`config.mk`:
```
export PLATFORM = sky130hd
export DESIGN_NAME = cvs_readout
export DESIGN_NICKNAME = d
export VERILOG_FILES = /design/src/rtl/cvs_pkg.sv /design/src/rtl/cvs_sync.sv /design/src/rtl/cvs_shifter.sv /design/src/rtl/cvs_ctrl.sv /design/src/rtl/cvs_readout.sv
export SDC_FILE = /design/constraint.sdc
export NUM_CORES = 1
export LEC_CHECK = 0
export CORE_MARGIN = 2
export CORE_UTILIZATION = 55
export DETAILED_ROUTE_END_ITERATION = 10
export PLACE_DENSITY = 0.86
export SLEW_MARGIN = 25
export SYNTH_ARGS = -nofsm -noshare
export SYNTH_HDL_FRONTEND = slang
export SYNTH_HIERARCHICAL = 1
export SYNTH_SLANG_ARGS = --single-unit
```
`constraint.sdc`:
```
create_clock -name clk -period 4 [get_ports clk]
set_input_delay 0.8 -clock clk [delete_from_list [all_inputs] [get_ports clk]]
set_output_delay 0.8 -clock clk [all_outputs]
set_load 0.03 [all_outputs]
```
`src/rtl/cvs_pkg.sv`:
```
package cvs_pkg;

    typedef enum logic [2:0] {
        ST_RSTHI = 3'd0,
        ST_IDLE  = 3'd1,
        ST_BUSY  = 3'd2,
        ST_XFER  = 3'd3,
        ST_HOLD  = 3'd4,
        ST_ABORT = 3'd5
    } rd_state_e;

    typedef struct packed {
        logic oe;
        logic val;
    } line_t;

    // Data line drive for each state; msb is the head of the shift register.
    function automatic line_t line_drive(rd_state_e st, logic msb);
        line_t d;
        case (st)
            ST_RSTHI:          d = '{oe: 1'b1, val: 1'b1};
            ST_BUSY, ST_ABORT: d = '{oe: 1'b1, val: 1'b0};
            ST_XFER, ST_HOLD:  d = '{oe: 1'b1, val: msb};
            default:           d = '{oe: 1'b0, val: 1'b0};
        endcase
        return d;
    endfunction

endpackage

```
`src/rtl/cvs_sync.sv`:
```
module cvs_sync #(
    parameter int   STAGES  = 2,
    parameter logic RST_VAL = 1'b0
) (
    input  logic clk,
    input  logic rst,
    input  logic async_in,
    output logic sync_o
);
    logic [STAGES-1:0] chain;

    generate
        if (STAGES == 1) begin : g_one
            always_ff @(posedge clk) begin
                if (rst) chain <= RST_VAL;
                else     chain <= async_in;
            end
        end else begin : g_multi
            always_ff @(posedge clk) begin
                if (rst) chain <= {STAGES{RST_VAL}};
                else     chain <= {chain[STAGES-2:0], async_in};
            end
        end
    endgenerate

    assign sync_o = chain[STAGES-1];
endmodule

```
`src/rtl/cvs_shifter.sv`:
```
module cvs_shifter #(
    parameter int RES_W = 15
) (
    input  logic             clk,
    input  logic             rst,
    input  logic             load,
    input  logic [RES_W-1:0] data,
    input  logic             shift,
    output logic             msb,
    output logic             all_out
);
    localparam int FW = RES_W + 1;
    localparam int CW = $clog2(FW + 1);

    logic [FW-1:0] sreg;
    logic [CW-1:0] cnt;

    assign all_out = (cnt == CW'(FW));
    assign msb     = sreg[FW-1];

    always_ff @(posedge clk) begin
        if (rst) begin
            sreg <= '0;
            cnt  <= '0;
        end else if (load) begin
            sreg <= {1'b1, data};
            cnt  <= '0;
        end else if (shift && !all_out) begin
            sreg <= {sreg[FW-2:0], 1'b0};
            cnt  <= cnt + 1'b1;
        end
    end

    // the bit counter never passes the frame length
    a_r4_count_bound: assert property (@(posedge clk) disable iff (rst)
        cnt <= CW'(FW));

    // every accepted falling edge advances exactly one bit
    a_r4_one_step: assert property (@(posedge clk) disable iff (rst)
        (shift && !all_out && !load) |=> (cnt == $past(cnt) + 1'b1));
endmodule

```
`src/rtl/cvs_ctrl.sv`:
```
module cvs_ctrl
    import cvs_pkg::*;
#(
    parameter int ABORT_CYC = 8
) (
    input  logic      clk,
    input  logic      rst,
    input  logic      cs_lvl,
    input  logic      sclk_lvl,
    input  logic      chan_sel,
    input  logic      conv_done,
    input  logic      all_out,
    output rd_state_e st,
    output logic      load,
    output logic      shift,
    output logic      conv_go,
    output logic      conv_ch
);
    localparam int AW = (ABORT_CYC > 1) ? $clog2(ABORT_CYC) : 1;

    rd_state_e st_nx;
    logic      cs_d, sclk_d;
    logic      cs_fall, sclk_fall, start_ok;
    logic [AW-1:0] ab_cnt;

    assign cs_fall   = cs_d & ~cs_lvl;
    assign sclk_fall = sclk_d & ~sclk_lvl;
    assign start_ok  = ((st == ST_RSTHI) || (st == ST_IDLE)) && cs_fall;
    assign load      = (st == ST_BUSY) && !cs_lvl && conv_done;
    assign shift     = (st == ST_XFER) && sclk_fall;

    always_comb begin
        st_nx = st;
        case (st)
            ST_RSTHI, ST_IDLE: if (cs_fall) st_nx = ST_BUSY;
            ST_BUSY: begin
                if (cs_lvl)         st_nx = ST_ABORT;
                else if (conv_done) st_nx = ST_XFER;
            end
            ST_XFER: begin
                if (cs_lvl)       st_nx = all_out ? ST_IDLE : ST_ABORT;
                else if (all_out) st_nx = ST_HOLD;
            end
            ST_HOLD:  if (cs_lvl) st_nx = ST_IDLE;
            ST_ABORT: if (ab_cnt == '0) st_nx = ST_IDLE;
            default:  st_nx = ST_IDLE;
        endcase
    end

    always_ff @(posedge clk) begin
        if (rst) begin
            st      <= ST_RSTHI;
            cs_d    <= 1'b1;
            sclk_d  <= 1'b0;
            ab_cnt  <= '0;
            conv_go <= 1'b0;
            conv_ch <= 1'b0;
        end else begin
            st      <= st_nx;
            cs_d    <= cs_lvl;
            sclk_d  <= sclk_lvl;
            conv_go <= start_ok;
            if (start_ok) conv_ch <= chan_sel;
            if (st != ST_ABORT && st_nx == ST_ABORT) ab_cnt <= AW'(ABORT_CYC - 1);
            else if (st == ST_ABORT && ab_cnt != '0) ab_cnt <= ab_cnt - 1'b1;
        end
    end

    // a new start inside the abandon window does not leave the window
    a_r8_refall_ignored: assert property (@(posedge clk) disable iff (rst)
        (st == ST_ABORT && cs_fall && ab_cnt != '0) |=> (st == ST_ABORT && !conv_go));

    // the busy state waits for the converter and ignores the serial clock
    a_r9_busy_waits: assert property (@(posedge clk) disable iff (rst)
        (st == ST_BUSY && !conv_done && !cs_lvl) |=> (st == ST_BUSY));

    // an idle block stays idle without a start edge
    a_r9_idle_quiet: assert property (@(posedge clk) disable iff (rst)
        (st == ST_IDLE && !cs_fall) |=> (st == ST_IDLE && !conv_go));
endmodule

```
`src/rtl/cvs_readout.sv`:
```
module cvs_readout
    import cvs_pkg::*;
#(
    parameter int RES_W       = 15,
    parameter int SYNC_STAGES = 2,
    parameter int ABORT_CYC   = 8
) (
    input  logic             clk,
    input  logic             rst,
    input  logic             cs_n,
    input  logic             sclk,
    input  logic             chan_sel,
    input  logic [RES_W-1:0] conv_result,
    input  logic             conv_done,
    output logic             conv_go,
    output logic             conv_ch,
    output logic             sd_o,
    output logic             sd_oe
);
    rd_state_e st;
    logic      cs_lvl, sclk_lvl;
    logic      load, shift, msb, all_out;
    line_t     drv;

    cvs_sync #(.STAGES(SYNC_STAGES), .RST_VAL(1'b1)) u_cs_sync (
        .clk(clk), .rst(rst), .async_in(cs_n), .sync_o(cs_lvl));

    cvs_sync #(.STAGES(SYNC_STAGES), .RST_VAL(1'b0)) u_sclk_sync (
        .clk(clk), .rst(rst), .async_in(sclk), .sync_o(sclk_lvl));

    cvs_ctrl #(.ABORT_CYC(ABORT_CYC)) u_ctrl (
        .clk(clk), .rst(rst), .cs_lvl(cs_lvl), .sclk_lvl(sclk_lvl),
        .chan_sel(chan_sel), .conv_done(conv_done), .all_out(all_out),
        .st(st), .load(load), .shift(shift), .conv_go(conv_go), .conv_ch(conv_ch));

    cvs_shifter #(.RES_W(RES_W)) u_shift (
        .clk(clk), .rst(rst), .load(load), .data(conv_result),
        .shift(shift), .msb(msb), .all_out(all_out));

    assign drv   = line_drive(st, msb);
    assign sd_oe = drv.oe;
    assign sd_o  = drv.val;

    // first cycle out of reset drives the line high
    a_r1_post_reset_high: assert property (@(posedge clk) disable iff (rst)
        $past(rst) |-> (sd_oe && sd_o));

    // the start request coincides with the busy indication
    a_r2_go_means_busy: assert property (@(posedge clk) disable iff (rst)
        conv_go |-> (sd_oe && !sd_o));

    // a done strobe while busy turns the line into the ready level
    a_r3_ready_high: assert property (@(posedge clk) disable iff (rst)
        (st == ST_BUSY && conv_done && !cs_lvl) |=> (sd_oe && sd_o));

    // convert-start high after a full frame releases the line
    a_r5_release: assert property (@(posedge clk) disable iff (rst)
        (st == ST_HOLD && cs_lvl) |=> !sd_oe);

    // the latched channel does not move during a conversion
    a_r7_chan_hold: assert property (@(posedge clk) disable iff (rst)
        (!conv_go && (st == ST_BUSY || st == ST_XFER || st == ST_HOLD)) |-> $stable(conv_ch));
endmodule

```
# Word-level counts from Yosys, hierarchy flattened

Cells that the tools add are included.

Register bits: 35
Bits of input ports: 21
Output and inout bits: 4
Word-level logic and storage cells: 57

Add/sub/neg operators: 2
Equality and inequality tests: 8
Mux-type cells: 14
Bitwise gates (word level): 4
Reductions and logical operators: 19

Operators by type and width:

| operator              | number |
|---|---|
| $mux W16              | 2 |
| $mux W3               | 10 |
| $pmux W3 S5           | 1 |
| $eq A3 B3 Y1 const B  | 3 |
| $reduce_or A2 Y1      | 4 |
| $logic_and A1 B1 Y1   | 7 |
| $eq A3 B2 Y1 const B  | 2 |
| $logic_not A3 Y1      | 2 |
| $pmux W2 S3           | 1 |
| $add A5 B1 Y5 const B | 1 |
| $eq A5 B5 Y1 const B  | 1 |
| $reduce_bool A2 Y1    | 2 |
| $eq A3 B1 Y1 const B  | 1 |
| $ne A3 B3 Y1 const B  | 1 |
| $reduce_bool A3 Y1    | 1 |
| $sub A3 B1 Y3 const B | 1 |
| $and A1 B1 Y1         | 2 |
| $logic_not A1 Y1      | 2 |
| $not A1 Y1            | 2 |
| $logic_or A1 B1 Y1    | 1 |

# Depth between registers and ports, before layout

Word-level depth: 7
Gate-level depth with buffers: 11
Gate-level depth less buffers: 8

# Modules after synthesis

Netlist, hierarchy kept.

Modules (own cells, without submodules):

| module      | times used | cells each | area an instance (µm²) | seq. area each (µm²) |
|---|---|---|---|---|
| cvs_shifter | 1          | 121        | 1066.0                 | 420.4 |
| cvs_ctrl    | 1          | 55         | 500.5                  | 200.2 |
| cvs_sync    | 2          | 4          | 52.6                   | 40.0 |
| cvs_readout | 1          | 5          | 40.0                   | 0.0 |

# Worst setup path before layout

Ideal clock, no wire load.

Kind: input port to flip-flop
Start: input conv_done
End: register u_shift.sreg[12]
Setup time: 86 ps
Data arrival time: 1908 ps
Data required time: 3914 ps
Slack: 2005 ps
Stages: 5
Buffers on the path: 1
Cells stage by stage: nor2b_1 > nor3b_1 > clkbuf_1 > a31oi_1 > a221oi_2

Cells in the longest elaborated chain, start to end: 2
Elaborated cells on any way between the ends: 3
Those cells by class: mux: 1; reduce/logical: 2

Ends and longest elaborated chain:

| item                                           | line              | source |
|---|---|---|
| start: declaration                             | cvs_readout.sv:14 | `input logic conv_done,` |
| $logic_and A1 B1 Y1 (*)                        | cvs_ctrl.sv:29    | `assign load = (st == ST_BUSY) && !cs_lvl && conv_done;` |
| named net load                                 | cvs_readout.sv:22 | `logic load, shift, msb, all_out;` |
| $mux W16 or $reduce_bool A2 Y1 (tied branches) | -                 |  |
| end signal: assignment                         | cvs_shifter.sv:26 | `sreg <= {1'b1, data};` |
| end signal: assignment                         | cvs_shifter.sv:29 | `sreg <= {sreg[FW-2:0], 1'b0};` |
| end: declaration                               | cvs_shifter.sv:15 | `logic [FW-1:0] sreg;` |

The timed path passes the listed nets; every way through them passes the cells marked *.
A chain may end at the register's enable or synchronous reset.

# Worst setup path after layout

Start: register u_ctrl.st[0]
End: output sd_o

Cells in the longest elaborated chain, start to end: 3
Elaborated cells on any way between the ends: 8
Those cells by class: eq/ne: 4; mux: 1; reduce/logical: 3

Ends and longest elaborated chain:

| item                                         | line              | source |
|---|---|---|
| start: declaration                           | cvs_ctrl.sv:13    | `output rd_state_e st,` |
| start signal: assignment                     | cvs_ctrl.sv:59    | `st <= st_nx;` |
| $eq A3 B3 Y1 or $eq A3 B2 Y1 (tied branches) | cvs_pkg.sv:20     | `case (st)` |
| $reduce_or A2 Y1                             | cvs_pkg.sv:20     |  |
| $pmux W2 S3 (*)                              | cvs_pkg.sv:20     |  |
| end: declaration                             | cvs_readout.sv:17 | `output logic sd_o,` |

Mark *: on every way between the ends. The rest lies on a longest branch, timed or not.

==> results.sh <==
export IMPL_hpwl_um=2470
export IMPL_drive_above_1_share_pct=13.8
export IMPL_cts_sinks=35
export IMPL_grt_usage_pct=23.6
export IMPL_die_area_um2=3570
export IMPL_power_switching_uw=151
export IMPL_setup_viol=0
export IMPL_h_tree_depth=2
export IMPL_regToRegStartpoint="u_ctrl/st[1]$_SDFF_PP0_"
export IMPL_synth_seq_cells=35
export IMPL_fp_coreArea_um2=3000
export IMPL_wl_um=3730
export IMPL_end_kind="output port"
export IMPL_drt_iter0_markers=40
export IMPL_synth_xor_area_share_pct=2.56
export IMPL_peakVddDrop_mv=0.228
export IMPL_clock_latency_ns=0.35
export IMPL_clock_fmax_mhz=375
export IMPL_synth_cells=189
export IMPL_arrival_ns=1.87
export IMPL_grt_pass1_vias=1322
export IMPL_grt_overflow=0
export IMPL_ys_flop_type="dfxtp_1"
export IMPL_mappedNetlistArea_um2=1710
export IMPL_tightest_slew_ns=0.634
export IMPL_critPathKind="reg -> out"
export IMPL_antenna_cells=0
export IMPL_final_max_slew_viol_count=0
export IMPL_cts_resized_gates=0
export IMPL_ys_types=43
export IMPL_place_congestion=0.742
export IMPL_drc=0
export IMPL_die_y_um=59.8
export IMPL_drt_pass1_iter_count=4
export IMPL_crit_slowest_cell="clkdlybuf4s50_1"
export IMPL_clkPwrFrac_pct=31.9
export IMPL_cts_root_buf="clkbuf_4"
export IMPL_post_place_ws_ns=1.54
export IMPL_hold_path_class="reg -> reg"
export IMPL_ctsHoldBuffers=0
export IMPL_synth_edf_count=0
export IMPL_finalSetupTns_ns=0
export IMPL_antenna_found_initial=0
export IMPL_grt_pass1_wl_um=6100
export IMPL_clk_path_buf_depth=2
export IMPL_r2r_end="u_shift/cnt[2]$_SDFFE_PP0P_"
export IMPL_grt_max_degree=33
export IMPL_vias=1496
export IMPL_combPwrFrac_pct=8.7
export IMPL_startpoint="u_ctrl/st[0]$_SDFF_PP0_"
export IMPL_syn_avg_cell_area_um2=9.06
export IMPL_worst_path_max_fanout=11
export IMPL_ios=25
export IMPL_synth_simple_area_share_pct=14.6
export IMPL_period_needed_ns=2.67
export IMPL_numCtsBuffers=5
export IMPL_synth_compound_area_share_pct=27.7
export IMPL_worstRegToRegCells=6
export IMPL_postCtsSetupBuffers=0
export IMPL_seqPwrFrac_pct=59.4
export IMPL_async_flop_share_pct=0
export IMPL_leakagePower_nw=0.717
export IMPL_cts_tree="built"
export IMPL_max_stage_delay_ns=0.69
export IMPL_hold_viol=0
export IMPL_initial_core_util_pct=57.0
export IMPL_synth_top_family_by_area="compound AO/OA/AOI/OAI gates"
export IMPL_hold_ws_ns=0.427
export IMPL_path_cells="nand4b_1 > o31ai_2 > clkdlybuf4s50_1"
export IMPL_critPathCapture="sd_o"
export IMPL_synth_fp_nets=214
export IMPL_io_buffer_count=24
export IMPL_ant_nets=0
export IMPL_ys_warn_count=6
export IMPL_cpLargestDelayFamily="buffers and inverters"
export IMPL_r2r_slack_ns=1.73
export IMPL_synth_mux_area_share_pct=1.24
export IMPL_skew_ns=0.00824
export IMPL_vias_per_cell=6.16
export IMPL_setup_slack_ns=1.33
export IMPL_p_int_uw=451
export IMPL_synthAdderAreaFrac_pct=2.92
export IMPL_period_share_pct=66.7
export IMPL_status="finished, final reports clean"
export IMPL_routedWlPerCell_um=15.3
export IMPL_required_ns=3.20
export IMPL_startpoint_type="flip-flop"
export IMPL_fin_nets=234
export IMPL_rsz0062_at_grt="false"
export IMPL_p_sw_share_pct=25.1
export IMPL_max_slew_margin_pct=57.7
export IMPL_ys_seq_area_share_pct=40.9
export IMPL_cts_clk_slew_worst_paths_ns=0.11
export IMPL_die_width_um=59.8
export IMPL_cp_buffers_inverters=1
export IMPL_cp_num_cells=3
export IMPL_power_density_nw_per_um2=302
export IMPL_design_power_total_uw=602
export IMPL_rows=20
export IMPL_syn_to_final_growth_pct=16.5
export IMPL_drv_cap=0
## power by group through the flow
stage | registers (mW) | logic (mW) | clock network, mW
6_report | 0.358 | 0.0524 | 0.192
5_1_grt | 0.359 | 0.0563 | 0.209
4_1_cts | 0.358 | 0.0525 | 0.193
3_5_place_dp | 0.366 | 0.0522 | 0
3_3_place_gp | 0.366 | 0.0501 | 0
2_1_floorplan | 0.365 | 0.0235 | 0
## kinds of logic (layout without fill, tap and decap cells)
| logic type | count (synthesis) | count (layout) |
|---|---|---|
| xor+xnor | 5 | 5 |
| compound gates | 64 | 64 |
| buf+inv | 37 | 58 |
| fa+ha+maj | 4 | 4 |
| mux | 2 | 2 |
| flops | 35 | 35 |
| simple gates | 42 | 42 |
## registers in the layout, indices dropped and copies added (netlist names), 2 cells and up
register,count
u_shift/cnt,5
u_cs_sync/chain,2
u_sclk_sync/chain,2
u_ctrl/ab_cnt,3
u_ctrl/st,3
u_shift/sreg,16
## synth_stat cells (2+ instances only)
| master | count | share of area (%) |
|---|---|---|
| dfxtp_1 | 35 | 41 |
| nand4_1 | 2 | 0.73 |
| clkbuf_1 | 7 | 1.5 |
| a21oi_1 | 7 | 2.0 |
| nor3b_1 | 2 | 0.88 |
| o21ai_0 | 15 | 4.4 |
| buf_6 | 3 | 2.0 |
| a31oi_1 | 15 | 5.5 |
| nand3_1 | 3 | 0.88 |
| o32ai_1 | 3 | 1.5 |
| nor2b_1 | 7 | 2.6 |
| o21ai_2 | 5 | 2.6 |
| inv_1 | 21 | 4.6 |
| a221oi_2 | 5 | 4.4 |
| nor2_1 | 5 | 1.1 |
| nand2b_1 | 4 | 1.5 |
| or2_1 | 2 | 0.73 |
| buf_4 | 2 | 0.88 |
| a221oi_1 | 9 | 4.6 |
| xor2_1 | 4 | 2.0 |
| nor3_1 | 4 | 1.2 |
| or2_2 | 2 | 0.73 |
| ha_1 | 4 | 2.9 |
| nand2_1 | 4 | 0.88 |
## area by class of cell
class	count	area, µm²
Timing Repair Buffer	28	270
Clock inverter	1	5.00
Multi-Input combinational cell	117	850
Inverter	22	82.6
Clock buffer	7	45.0
Sequential cell	35	701
Tap cell	33	41.3
Fill cell	255	1010
## layout by cell type (no fill, tap or decap), types with 2 or more instances in the layout
| cell | synthesis | layout |
|---|---|---|
| a21oi_1 | 7 | 7 |
| or2_2 | 2 | 2 |
| nor2_1 | 5 | 5 |
| clkdlybuf4s50_1 | 0 | 24 |
| nand4_1 | 2 | 2 |
| clkbuf_4 | 0 | 5 |
| a221oi_1 | 9 | 9 |
| clkbuf_1 | 7 | 2 |
| xor2_1 | 4 | 4 |
| nor2b_1 | 7 | 7 |
| inv_1 | 21 | 21 |
| a31oi_1 | 15 | 15 |
| nor3_1 | 4 | 3 |
| nand2b_1 | 4 | 4 |
| or2_1 | 2 | 2 |
| o21ai_0 | 15 | 15 |
| ha_1 | 4 | 4 |
| a221oi_2 | 5 | 5 |
| o32ai_1 | 3 | 3 |
| nand2_1 | 4 | 4 |
| dfxtp_1 | 35 | 35 |
| o21ai_2 | 5 | 5 |
| nand3_1 | 3 | 3 |
| buf_4 | 2 | 4 |
## stage by stage
| step | std cells | utilization (%) | instance area (µm²) |
|---|---|---|---|
| after global placement | 235 | 64.8 | 1940 |
| after detailed placement | 235 | 64.8 | 1940 |
| final | 243 | 66.4 | 1990 |
| after CTS | 243 | 66.4 | 1990 |
| after floorplan | 189 | - | 1710 |
| after global routing | 243 | 66.4 | 1990 |
## per-layer routing
| metal | vias up | GRT usage [%] | part of all wire, % |
|---|---|---|---|
| met5 | - | 0 | 0 |
| met4 | 0 | 11.1 | 1.8 |
| met3 | 8 | 8.01 | 5.3 |
| met2 | 47 | 36.3 | 48 |
| met1 | 717 | 29.6 | 44 |
| li1 | 724 | - | - |
## worst min path at each step
| stage | startpoint | to | slack [ns] | cells after the start |
|---|---|---|---|---|
| 4_1_cts | u_cs_sync/chain[0]$_SDFF_PP1_ | u_cs_sync/chain[1]$_SDFF_PP1_ | 0.42 | 1 |
| 6_report | u_cs_sync/chain[0]$_SDFF_PP1_ | u_cs_sync/chain[1]$_SDFF_PP1_ | 0.43 | 1 |
| 5_1_grt | u_cs_sync/chain[0]$_SDFF_PP1_ | u_cs_sync/chain[1]$_SDFF_PP1_ | 0.44 | 1 |
| 3_3_place_gp | u_cs_sync/chain[0]$_SDFF_PP1_ | u_cs_sync/chain[1]$_SDFF_PP1_ | 0.39 | 1 |
| 2_1_floorplan | u_cs_sync/chain[0]$_SDFF_PP1_ | u_cs_sync/chain[1]$_SDFF_PP1_ | 0.38 | 1 |
| 3_5_place_dp | u_cs_sync/chain[0]$_SDFF_PP1_ | u_cs_sync/chain[1]$_SDFF_PP1_ | 0.41 | 1 |
No activity file was read; power rests on OpenSTA's default activity.
